===== config.mk =====
export PLATFORM = sky130hd
export DESIGN_NAME = stereo_serial_tx
export DESIGN_NICKNAME = d
export VERILOG_FILES = /design/src/rtl/sstx_pkg.sv /design/src/rtl/sstx_regs.sv /design/src/rtl/sstx_bitclk.sv /design/src/rtl/sstx_serializer.sv /design/src/rtl/stereo_serial_tx.sv
export SDC_FILE = /design/constraint.sdc
export NUM_CORES = 1
export LEC_CHECK = 0
export ABC_AREA = 1
export BUFFER_PORTS_ARGS = -buffer_cell sky130_fd_sc_hd__clkbuf_2
export CAP_MARGIN = 20
export CORE_MARGIN = 4
export CORE_UTILIZATION = 61
export CTS_CLUSTER_SIZE = 12
export DETAILED_ROUTE_END_ITERATION = 8
export PLACE_DENSITY = 0.8
export SYNTH_ARGS = -nofsm -noshare
export SYNTH_HDL_FRONTEND = slang
export SYNTH_SLANG_ARGS = --single-unit

===== constraint.sdc =====
create_clock -name clk -period 3.84 [get_ports clk]
set_input_delay 0.192 -clock clk [delete_from_list [all_inputs] [get_ports clk]]
set_output_delay 0.192 -clock clk [all_outputs]
set_load 0.01 [all_outputs]

===== src/rtl/sstx_pkg.sv =====
package sstx_pkg;
  typedef enum logic [1:0] {
    ADDR_RIGHT = 2'd0,
    ADDR_LEFT  = 2'd1,
    ADDR_DIV   = 2'd2,
    ADDR_MODE  = 2'd3
  } sstx_addr_e;

  localparam int MODE_W        = 6;
  localparam int MODE_CLK_EN   = 0;
  localparam int MODE_WS_EN    = 2;
  localparam int MODE_IRQ_RISE = 3;
  localparam int MODE_IRQ_FALL = 4;
  localparam int MODE_IRQ_MSB  = 5;
endpackage


===== src/rtl/sstx_regs.sv =====
module sstx_regs
  import sstx_pkg::*;
#(
  parameter int SAMPLE_W  = 16,
  parameter int DIV_W     = 8,
  parameter int DIV_RESET = 8
) (
  input  logic                clk,
  input  logic                rst_n,
  input  logic                wr_en,
  input  logic [1:0]          wr_addr,
  input  logic [SAMPLE_W-1:0] wr_data,
  output logic [SAMPLE_W-1:0] right_q,
  output logic [SAMPLE_W-1:0] left_q,
  output logic [DIV_W-1:0]    div_q,
  output logic [MODE_W-1:0]   mode_q,
  output logic                restart_o
);
  logic [SAMPLE_W-1:0] right_d, left_d;
  logic [DIV_W-1:0]    div_d;
  logic [MODE_W-1:0]   mode_d;

  assign restart_o = wr_en && (wr_addr == ADDR_DIV);

  always_comb begin
    right_d = right_q;
    left_d  = left_q;
    div_d   = div_q;
    mode_d  = mode_q;
    if (wr_en) begin
      case (wr_addr)
        ADDR_RIGHT: right_d = wr_data;
        ADDR_LEFT:  left_d  = wr_data;
        ADDR_DIV:   div_d   = wr_data[DIV_W-1:0];
        default:    mode_d  = wr_data[MODE_W-1:0];
      endcase
    end
  end

  always_ff @(posedge clk or negedge rst_n) begin
    if (!rst_n) begin
      right_q <= '0;
      left_q  <= '0;
      div_q   <= DIV_W'(DIV_RESET);
      mode_q  <= '0;
    end else begin
      right_q <= right_d;
      left_q  <= left_d;
      div_q   <= div_d;
      mode_q  <= mode_d;
    end
  end
endmodule


===== src/rtl/sstx_bitclk.sv =====
module sstx_bitclk #(
  parameter int DIV_W = 8,
  parameter int POS_W = 6
) (
  input  logic             clk,
  input  logic             rst_n,
  input  logic             run_i,
  input  logic             restart_i,
  input  logic [DIV_W-1:0] div_i,
  output logic [DIV_W-1:0] cnt_o,
  output logic [POS_W-1:0] pos_o,
  output logic             tick_o,
  output logic             sclk_o
);
  logic [DIV_W-1:0] cnt_q, cnt_d;
  logic [POS_W-1:0] pos_q, pos_d;

  assign tick_o = run_i && !restart_i && (cnt_q == div_i);
  assign sclk_o = run_i && (cnt_q > (div_i >> 1));
  assign cnt_o  = cnt_q;
  assign pos_o  = pos_q;

  always_comb begin
    cnt_d = cnt_q;
    pos_d = pos_q;
    if (restart_i || !run_i) begin
      cnt_d = '0;
      pos_d = '0;
    end else if (tick_o) begin
      cnt_d = '0;
      pos_d = pos_q + 1'b1;
    end else begin
      cnt_d = cnt_q + 1'b1;
    end
  end

  always_ff @(posedge clk or negedge rst_n) begin
    if (!rst_n) begin
      cnt_q <= '0;
      pos_q <= '0;
    end else begin
      cnt_q <= cnt_d;
      pos_q <= pos_d;
    end
  end


  cnt_bound_chk: assert property (@(posedge clk) disable iff (!rst_n)
    cnt_q <= div_i);

  pos_step_chk: assert property (@(posedge clk) disable iff (!rst_n)
    tick_o |=> (pos_q == POS_W'($past(pos_q) + 1'b1)));

  restart_zero_chk: assert property (@(posedge clk) disable iff (!rst_n)
    (restart_i || !run_i) |=> (cnt_q == '0 && pos_q == '0));
endmodule


===== src/rtl/sstx_serializer.sv =====
module sstx_serializer
  import sstx_pkg::*;
#(
  parameter int SAMPLE_W  = 16,
  parameter int SLOT_BITS = 32,
  parameter int POS_W     = 6
) (
  input  logic                clk,
  input  logic                rst_n,
  input  logic                run_i,
  input  logic                restart_i,
  input  logic                tick_i,
  input  logic [POS_W-1:0]    pos_i,
  input  logic [MODE_W-1:0]   mode_i,
  input  logic [SAMPLE_W-1:0] left_i,
  input  logic [SAMPLE_W-1:0] right_i,
  output logic                sd_o,
  output logic                ws_o,
  output logic                chan_o,
  output logic                irq_o
);
  localparam int SLOT_W = POS_W - 1;
  localparam logic [POS_W-1:0]  POS_RIGHT = POS_W'(SLOT_BITS);
  localparam logic [SLOT_W-1:0] SLOT_LAST = SLOT_W'(SAMPLE_W);

  logic [SAMPLE_W-1:0] shift_q, shift_d;
  logic                irq_q, irq_d;
  logic [POS_W-1:0]    pos_nxt;
  logic [SLOT_W-1:0]   slot, slot_nxt;
  logic                in_win;

  assign pos_nxt  = pos_i + 1'b1;
  assign slot     = pos_i[SLOT_W-1:0];
  assign slot_nxt = pos_nxt[SLOT_W-1:0];
  assign in_win   = (slot != '0) && (slot <= SLOT_LAST);
  assign chan_o   = pos_i[POS_W-1];
  assign ws_o     = mode_i[MODE_WS_EN] && chan_o;
  assign sd_o     = in_win && shift_q[SAMPLE_W-1];
  assign irq_o    = irq_q;

  always_comb begin
    shift_d = shift_q;
    irq_d   = 1'b0;
    if (restart_i || !run_i) begin
      shift_d = left_i;
    end else if (tick_i) begin
      if (pos_nxt == '0)            shift_d = left_i;
      else if (pos_nxt == POS_RIGHT) shift_d = right_i;
      else if (in_win)              shift_d = shift_q << 1;
      irq_d = (mode_i[MODE_IRQ_RISE] && pos_nxt == POS_RIGHT) ||
              (mode_i[MODE_IRQ_FALL] && pos_nxt == '0) ||
              (mode_i[MODE_IRQ_MSB]  && slot_nxt == SLOT_W'(1));
    end
  end

  always_ff @(posedge clk or negedge rst_n) begin
    if (!rst_n) begin
      shift_q <= '0;
      irq_q   <= 1'b0;
    end else begin
      shift_q <= shift_d;
      irq_q   <= irq_d;
    end
  end


  irq_after_tick_chk: assert property (@(posedge clk) disable iff (!rst_n)
    irq_q |-> $past(tick_i));
endmodule


===== src/rtl/stereo_serial_tx.sv =====
module stereo_serial_tx
  import sstx_pkg::*;
#(
  parameter int SAMPLE_W  = 16,
  parameter int DIV_W     = 8,
  parameter int DIV_RESET = 8,
  parameter int SLOT_BITS = 32
) (
  input  logic                clk,
  input  logic                rst_n,
  input  logic                wr_en,
  input  logic [1:0]          wr_addr,
  input  logic [SAMPLE_W-1:0] wr_data,
  output logic                sclk_o,
  output logic                ws_o,
  output logic                sd_o,
  output logic                irq_o,
  output logic [1:0]          status_o
);
  localparam int POS_W = $clog2(SLOT_BITS) + 1;

  logic [SAMPLE_W-1:0] right_q, left_q;
  logic [DIV_W-1:0]    div_q, cnt;
  logic [MODE_W-1:0]   mode_q;
  logic [POS_W-1:0]    pos;
  logic                restart, tick, run, chan;

  assign run = mode_q[MODE_CLK_EN];

  sstx_regs #(.SAMPLE_W(SAMPLE_W), .DIV_W(DIV_W), .DIV_RESET(DIV_RESET)) u_regs (
    .clk(clk), .rst_n(rst_n), .wr_en(wr_en), .wr_addr(wr_addr), .wr_data(wr_data),
    .right_q(right_q), .left_q(left_q), .div_q(div_q), .mode_q(mode_q),
    .restart_o(restart)
  );

  sstx_bitclk #(.DIV_W(DIV_W), .POS_W(POS_W)) u_bitclk (
    .clk(clk), .rst_n(rst_n), .run_i(run), .restart_i(restart), .div_i(div_q),
    .cnt_o(cnt), .pos_o(pos), .tick_o(tick), .sclk_o(sclk_o)
  );

  sstx_serializer #(.SAMPLE_W(SAMPLE_W), .SLOT_BITS(SLOT_BITS), .POS_W(POS_W)) u_ser (
    .clk(clk), .rst_n(rst_n), .run_i(run), .restart_i(restart), .tick_i(tick),
    .pos_i(pos), .mode_i(mode_q), .left_i(left_q), .right_i(right_q),
    .sd_o(sd_o), .ws_o(ws_o), .chan_o(chan), .irq_o(irq_o)
  );

  assign status_o = {chan, ws_o};


  ws_chan_chk: assert property (@(posedge clk) disable iff (!rst_n)
    ws_o |-> status_o[1]);

  irq_bit_start_chk: assert property (@(posedge clk) disable iff (!rst_n)
    irq_o |-> (cnt == '0));

  stopped_quiet_chk: assert property (@(posedge clk) disable iff (!rst_n)
    !run |=> !irq_o);
endmodule


-- Word-level counts from Yosys, hierarchy flattened
Index checks and enable logic that the tools add are counted.
- output and inout port bits: 6
- register bits: 77
- logic and storage cells: 55
- input bits: 21
- multiplexer cells: 11
- bitwise operators: 1
- $lt $le $gt $ge: 2
- reduce and logical (&&, ||, !) cells: 26
- equal/unequal tests: 5
- add/subtract/negate cells: 2
- operators with widths (cell ; number):
    16-bit 2-to-1 mux ; 5
    8-bit 2-to-1 mux ; 2
    6-bit 2-to-1 mux ; 2
    1-bit logical AND ; 10
    2-bit AND reduction ; 5
    8-bit by 1-bit adder with 8-bit output, second input constant ; 1
    8-bit equality test ; 1
    8-bit by 7-bit greater-than comparator with 1-bit output ; 1
    6-bit by 1-bit adder with 6-bit output, second input constant ; 1
    6-bit equality test, second input constant ; 1
    6-bit zero test ; 1
    5-bit by 1-bit equality test with 1-bit output, second input constant ; 1
    5-bit less-or-equal comparator, second input constant ; 1
    5-bit nonzero test ; 1
    4-bit nonzero test ; 1
    1-bit logical OR ; 3
    3-bit OR reduction ; 1
    2-bit by 1-bit equality test with 1-bit output, second input constant ; 1
    2-bit equality test, second input constant ; 1
    1-bit zero test ; 2
    2-bit zero test ; 1
    1-bit 2-to-1 mux ; 2
    2-bit nonzero test ; 1
    1-bit NOT ; 1

-- Depth between registers and ports, before layout
Gate-level depths: netlist of run 1.
- depth after elaboration: 7
- mapped depth: 14
- depth with buffers taken out: 13

-- Hierarchy
A second synthesis of run 1 with hierarchy kept.
- cell total of the unflattened synthesis: 590
- area, all modules: 4525.6 µm²
- modules (own cells, without submodules) (module ; sequential area each (µm²) ; instances ; area each (µm²) ; cells each):
    sstx_regs ; 1152.4 ; 1 ; 1891.8 ; 206
    sstx_serializer ; 425.4 ; 1 ; 1431.4 ; 213
    sstx_bitclk ; 350.3 ; 1 ; 1187.4 ; 169
    stereo_serial_tx ; 0.0 ; 1 ; 15.0 ; 2

-- Least setup slack after synthesis of run 1
Ideal clock, no wire load.
- kind: register -> register
- from: reg u_bitclk.pos_q[0] (netlist: u_bitclk.pos_o[0])
- to: reg u_ser.shift_q[10]
- cell stages (with the launch flop): 12
- slack: 2.006 ns
- path buffers: 1
- data arrival time: 1.717 ns
- setup time: 0.116 ns
- period minus slack after synthesis: 1.834 ns
- required time: 3.724 ns
- path through: dfrtp_1 ha_1 nand3_1 xor2_2 nor2_1 nand2_2 nand2_4 nor2_4 nor2_8 buf_6 nand2_1 nand2_1
- cells in the longest elaborated chain, start to end: 6
- elaborated cells on any way between the ends: 12
- classes of those cells: 1 x add/sub; 1 x order compare; 1 x eq/ne; 4 x mux; 5 x reduce/logical
- ends and longest elaborated chain (item ; RTL line ; RTL):
    from (decl) ; sstx_bitclk.sv:16 ; logic [POS_W-1:0] pos_q, pos_d;
    from (signal assigned) ; sstx_bitclk.sv:43 ; pos_q <= pos_d;
    6-bit by 1-bit adder with 6-bit output ; sstx_serializer.sv:32 ; assign pos_nxt = pos_i + 1'b1;
    6-bit equality test ; sstx_serializer.sv:48 ; else if (pos_nxt == POS_RIGHT) shift_d = right_i;
    16-bit 2-to-1 mux ; sstx_serializer.sv:48 ;
    16-bit 2-to-1 mux ; sstx_serializer.sv:47 ; if (pos_nxt == '0) shift_d = left_i;
    16-bit 2-to-1 mux ; sstx_serializer.sv:46 ; end else if (tick_i) begin
    16-bit 2-to-1 mux ; sstx_serializer.sv:44 ; if (restart_i || !run_i) begin
    to (signal assigned) ; sstx_serializer.sv:61 ; shift_q <= shift_d;
    to (decl) ; sstx_serializer.sv:26 ; logic [SAMPLE_W-1:0] shift_q, shift_d;
Several ways; a longest one is shown, not always the timed one. The select of a mux whose other input is x is not followed.
A chain may end at the register's enable or synchronous reset.

-- Worst setup path after layout of run 1
- from: reg u_bitclk.pos_q[1] (netlist: u_bitclk.pos_o[1])
- to: reg u_ser.shift_q[1]
The elaborated chain is that of the path after synthesis.

==> results of run 1 <==
==> per-stage QoR <==
step	power [mW]	util (%)	area (µm²)	setup WS (ns)	instances
CTS	2.170	68.15	4303	1.580	600
detailed placement	1.446	64.49	4071	1.472	584
finish	2.160	68.33	4314	1.576	601
floorplan	1.337	-	3944	2.006	498
global route	2.295	68.33	4314	1.424	601
global placement	1.426	64.49	4071	1.487	584
==> synth_stat cells, types with 7 or more instances <==
library cell and count:
clkbuf_1 7, nand2_1 204, dfrtp_1 75, ha_1 12, nand3_1 24, a21oi_1 8
o21ai_0 55, xor2_1 8, nor2_1 17, inv_1 49
==> path summary, 6_finish.rpt <==
kind | startpoint | endpoint | slack [ns]
max in group asynchronous | rst_n | u_ser.shift_q[1] | 3.24
hold reg to reg | u_regs.mode_q[3] | u_regs.mode_q[3] | 0.49
setup reg to reg | u_bitclk.pos_o[1] | u_ser.shift_q[1] | 1.58
setup / recovery | u_bitclk.pos_o[1] | u_ser.shift_q[1] | 1.58
hold / removal | rst_n | u_regs.left_q[14] | -0.03
min in group clk | wr_data[3] | u_regs.div_q[3] | 0.06
==> kinds of logic after synthesis <==
logic type	count (synthesis)	synth area share, %
XOR/XNOR	9	2.189
AND/OR/NAND/NOR	265	29.09
buffers and inverters	67	7.328
adder cells (fa/ha/maj)	12	3.807
flip-flops	76	48.26
AO/OA/AOI/OAI	69	9.328
==> state kept, by name, indices dropped and copies added (netlist names) <==
signal,flops
u_regs.mode_q,5
u_bitclk.pos_o,6
u_bitclk.cnt_o,8
u_ser.shift_q,16
u_regs.right_q,16
u_ser.irq_o,1
u_regs.div_q,8
u_regs.left_q,16
==> layout by cell type, fill, tap and decap left out, types with 8 or more instances in the layout <==
master | Yosys | layout
a21oi_1 | 8 | 8
clkbuf_8 | 0 | 9
nor2_1 | 17 | 17
inv_1 | 49 | 49
nand3_1 | 24 | 24
ha_1 | 12 | 12
o21ai_0 | 55 | 55
clkbuf_2 | 0 | 25
nand2_1 | 204 | 204
dfrtp_1 | 75 | 75
xor2_1 | 8 | 8
==> layer usage <==
layer	share of wire, %	global-route usage, %	up-vias
li1	-	-	1608
met1	49	34.73	1530
met2	45	35.15	80
met3	5.0	5.400	14
met4	1.3	8.379	0
met5	0	0	-
==> final cells by class <==
cell class / instances / area, µm² / area share, %
sequential: 76 / 1903 / 44.11
multi-input combinational: 355 / 1752 / 40.60
tap: 77 / 96.34 / 2.233
timing repair buffer: 27 / 143.9 / 3.335
clock inverter: 5 / 100.1 / 2.320
clock buffer: 11 / 131.4 / 3.045
inverter: 50 / 187.7 / 4.350
==> power breakdown <==
part	leakage [nW]	total, mW	switching (mW)	internal [mW]
logic	1.25	0.402	0.258	0.144
registers	0.973	1.04	0.0909	0.945
clock network	0.117	0.722	0.291	0.430
==> impl_metrics.tcl, run 1 <==
set metrics [dict create \
    seq_area_frac_synth_pct 48.26 \
    io_pins 27 \
    outcome "finished, violations left" \
    die_h_um 88.41 \
    ant_nets 0 \
    grt_max_degree 77 \
    drt-wirelength-per-cell_um 13.89 \
    synth_area_leader_cell "dfrtp_1" \
    clockBufferDepth 2 \
    initial_core_util_pct 62.47 \
    final_layout_size_suffix_gt1_share_pct 11.26 \
    violations "hold timing" \
    period_needed_ns 2.264 \
    slew_violations 0 \
    fill_cells 558 \
    synth_area_um2 3944 \
    crit_type "register to register" \
    clock_latency_ns 0.35 \
    cp.buffers_inverters 0 \
    diodes 0 \
    row_count 29 \
    netlist.area_leader.share_pct 47.59 \
    htree_levels 3 \
    critPathTopFamily "simple AND/OR/NAND/NOR gates" \
    setup_viol 0 \
    ctsRootBufferMaster "clkbuf_8" \
    nets 552 \
    timing.reg2reg.worst_path_depth 9 \
    grt_usage_pct 23.81 \
    worst_setup_path_start_kind "register" \
    numCtsBuffers 9 \
    cts_hold_buf 0 \
    syn-num-nets 531 \
    ir_drop_uv 337.1 \
    synth.area.top_cells "dfrtp_1, nand2_1, o21ai_0, inv_1, ha_1" \
    rsz0062_at_grt "no" \
    antenna_found_initial 0 \
    die_area_um2 7815 \
    dr.pass1.iters 5 \
    fin_skew_ns 0.009841 \
    max_stage_delay_ns 0.43 \
    maxSlewHeadroom_pct 36.19 \
    viasPerCell 5.378 \
    critical_path_required_ns 4.12 \
    grt_overflow 0 \
    path_depth 9 \
    clkSinkCount 76 \
    drt_wl_total_um 8348 \
    whs_ns -0.02728 \
    synth.avg_cell_area_um2 7.919 \
    worstHoldPathType "primary input to async pin" \
    gp_congestion 0.8497 \
    yosys_register_bits 76 \
    areaGrowthSynthToFinish_pct 9.391 \
    path_cells "ha_1, nand3_1, xor2_2, nor2_8, nand2_4, nand2_4, o21ai_4, nand2_1, nand2_1" \
    cp-end-kind "register" \
    postCtsSetupRepairBufs 0 \
    drc_errors 0 \
    yosysWarningCount 0 \
    hold_violations 24 \
    grt_pass1_vias 3003 \
    core_um2 6314 \
    async_reset_ff_share_pct 100.0 \
    ctsResizeCount 0 \
    io_buffers 26 \
    drv_cap 0 \
    worst_pin_slew_ns 0.9549 \
    syn_inst 498 \
    tritoncts "yes" \
    powerDensity_nw_per_um2 500.6 \
    p_leak_nw 2.342 \
    vias 3232 \
    min_period_over_period_pct 58.96 \
    hpwl_um 5676 \
    grt_pass1_wl_um 14290 \
    fin_setup_tns_ns 0 \
    fmax_mhz 441.7 \
    synth_edf_count 0 \
    ys.flop_type "dfrtp_1" \
    ys_types 32 \
    critPathSlowestCell "dfrtp_1" \
    cp_max_fo 17 \
    drt_iter0_drc 259 \
    cts.reportedPaths.clkPinSlew_ns 0.08 \
    fp.dieW_um 88.41 \
    arrival_ns 2.55 \
]
(Power assumes the default switching activity.)
==> run 2: changes to the inputs <==
Settings changed: ABC_AREA 1 to 0, CORE_UTILIZATION 61 to 54, PLACE_DENSITY 0.8 to 0.76.
Clock period 3.84 ns to 2 ns, I/O delays scaled along.
==> run 2 against run 1 <==
The flow finishes with violations (setup timing). Global-route usage fell by 3.2 points. Routed wire length barely moved. Combinational power rose to 2.7 times the previous value. Critical path depth did not move. Critical path type is now register to output pin. Largest power group unchanged.
==> impl_metrics.tcl, run 2 <==
set metrics [dict create \
    reg_top3 "u_regs.left_q (16), u_regs.right_q (16), u_ser.shift_q (16)" \
    final_layout_size_suffix_gt1_share_pct 41.46 \
    drc_errors 0 \
    violations "setup timing" \
    drv_cap 0 \
    yosys_register_bits 76 \
    ys_types 43 \
    nets 398 \
    slew_violations 0 \
    synth_area_leader_cell "dfrtp_1" \
    cts.reportedPaths.clkPinSlew_ns 0.08 \
    numCtsBuffers 9 \
    grt_pass1_vias 2743 \
    critical_path_required_ns 1.90 \
    period_needed_ns 2.173 \
    synth_mux_area_share_pct 14.63 \
    gp_congestion 0.8377 \
    cp-end-kind "output pin" \
    syn_inst 299 \
    worst_pin_slew_ns 0.4397 \
    arrival_ns 2.07 \
    final_area_um2 4469 \
    final_common_cell "dfrtp_1" \
    worst_setup_path_start_kind "register" \
    fmax_mhz 460.2 \
    antenna_found_initial 0 \
    fin_skew_ns 0.01664 \
    ir_drop_uv 500.1 \
    synth_top_family_by_area "multiplexers" \
    pre_cts_slack_ns -0.4722 \
    row_count 29 \
    areaGrowthSynthToFinish_pct 23.51 \
    placed_area_um2 3933 \
    min_period_over_period_pct 108.6 \
    crit_type "register to output pin" \
    htree_levels 3 \
    cp_max_fo 2 \
    setup_viol 11 \
    viasPerCell 5.973 \
    layout_common_cells "dfrtp_1, mux2_2, buf_4, clkbuf_2, nand2_1" \
    drt_iter0_drc 252 \
    diodes 0 \
    critPathSlowestCell "dfrtp_1" \
    io_buffers 26 \
    stdcell_count 446 \
    grt_usage_pct 20.65 \
    synth_area_um2 3618 \
    grt_pass1_wl_um 13320 \
    io_pins 27 \
    die_area_um2 8075 \
    path_depth 9 \
    powerDensity_nw_per_um2 945.7 \
    vias 2664 \
    yosysWarningCount 0 \
    dr.pass1.iters 5 \
    clkSinkCount 76 \
    synth-simple-area-share_pct 9.578 \
    worstHoldPathType "primary input to register" \
    clockBufferDepth 2 \
    totalPowerFinal_mw 4.227 \
    synth.avg_cell_area_um2 12.10 \
    critPathTopFamily "compound AO/OA/AOI/OAI gates" \
    timing.reg2reg.worst_path_depth 8 \
    fp.dieW_um 89.86 \
    ys.flop_type "dfrtp_1" \
    ctsRootBufferMaster "clkbuf_8" \
    synth.area.top_cells "dfrtp_1, mux2_2, a222oi_1, ha_1, xnor2_1" \
    p_leak_nw 1.994 \
    path_cells "inv_2, ha_4, nor2b_4, o21a_1, o21a_1, o211ai_1, a21oi_2, o21a_1, clkbuf_2" \
    syn-num-nets 332 \
    path_common_cell "o21a_1" \
    drt-wirelength-per-cell_um 18.73 \
    clock_latency_ns 0.35 \
    synth_compound_area_share_pct 10.51 \
    seq_area_frac_synth_pct 52.59 \
    async_reset_ff_share_pct 100.0 \
    synth_edf_count 0 \
    core_um2 6422 \
    dp_cells 407 \
    synth_fa_ha_area_share_pct 4.149 \
    tritoncts "yes" \
    outcome "finished, violations left" \
    rsz0062_at_grt "yes" \
    die_h_um 89.86 \
    hold_violations 0 \
    initial_core_util_pct 56.34 \
    synth_xor_xnor_area_share_pct 5.083 \
    cp.buffers_inverters 2 \
    hpwl_um 5003 \
    ant_nets 0 \
    netlist.area_leader.share_pct 51.87 \
    grt_max_degree 45 \
    maxSlewHeadroom_pct 70.69 \
    min_path_cells 2 \
    ys_top_cells_by_count "dfrtp_1, mux2_2, nand2_1" \
    grt_overflow 0 \
    max_stage_delay_ns 0.41 \
    timing.final.ws_setup_ns -0.1728 \
    drt_wl_total_um 8354 \
    yosys.cell_count.top_type "dfrtp_1" \
]
run 2: cell type report:
| cell class | count | area, µm² |
|---|---|---|
| Fill cell | 447 | 1953 |
| Timing Repair Buffer | 67 | 536.8 |
| Clock buffer | 11 | 141.4 |
| Inverter | 11 | 41.29 |
| Clock inverter | 4 | 26.28 |
| Sequential cell | 76 | 1906 |
| Tap cell | 77 | 96.34 |
| Multi-Input combinational cell | 200 | 1722 |
run 2: repair_timing:
| item | CTS | global route |
|---|---|---|
| gates resized for setup | 18 | 17 |
| setup buffers | 9 | 5 |
| pin swaps | 14 | 12 |
| hold buffers | 7 | 0 |
| endpoints found under the hold margin | 41 | 0 |
| setup endpoints to repair | 18 | 22 |
| gates cloned | 1 | 3 |
run 2: final timing paths:
kind	from	end	slack, ns
max in group asynchronous	rst_n	u_regs.div_q[3]	1.13
min in group asynchronous	rst_n	u_ser.irq_o	0.23
setup / recovery	u_regs.div_q[2]	sclk_o	-0.17
hold reg to reg	u_ser.shift_q[9]	u_ser.shift_q[9]	0.49
hold / removal	wr_data[12]	u_regs.right_q[12]	0.01
setup reg to reg	u_bitclk.pos_o[1]	u_ser.shift_q[4]	-0.10
run 2: cells by family (layout without fill, tap and decap cells):
family / count (synthesis) / after routing
xor gates and xnor gates: 21 / 21
AOI/OAI and AO/OA: 49 / 50
adders and majority gates: 12 / 12
DFF: 76 / 76
buffers and inverters: 24 / 93
muxes: 47 / 47
and+or+nand+nor: 70 / 70
run 2: power breakdown:
part / internal [mW] / switching (mW)
combinational: 0.580 / 0.495
sequential: 1.88 / 0.235
clock: 0.476 / 0.559
total: 2.94 / 1.29
run 2: through the flow:
step	setup TNS [ns]	utilization [%]	hold WS [ns]
2_1_floorplan	0	-	-0.1956
3_3_place_gp	-4.790	61.23	0.06823
3_5_place_dp	-6.194	61.23	0.07195
4_1_cts	-0.2930	67.31	0.001334
5_1_grt	-2.040	69.59	0.006203
6_report	-0.6643	69.59	0.01440
run 2: per-layer routing:
layer	share of wire, %	up-vias	track usage, %
li1	-	1216	-
met3	4.2	21	4.508
met1	43	1344	27.02
met4	2.6	0	9.439
met5	0	-	0
met2	50	83	33.08
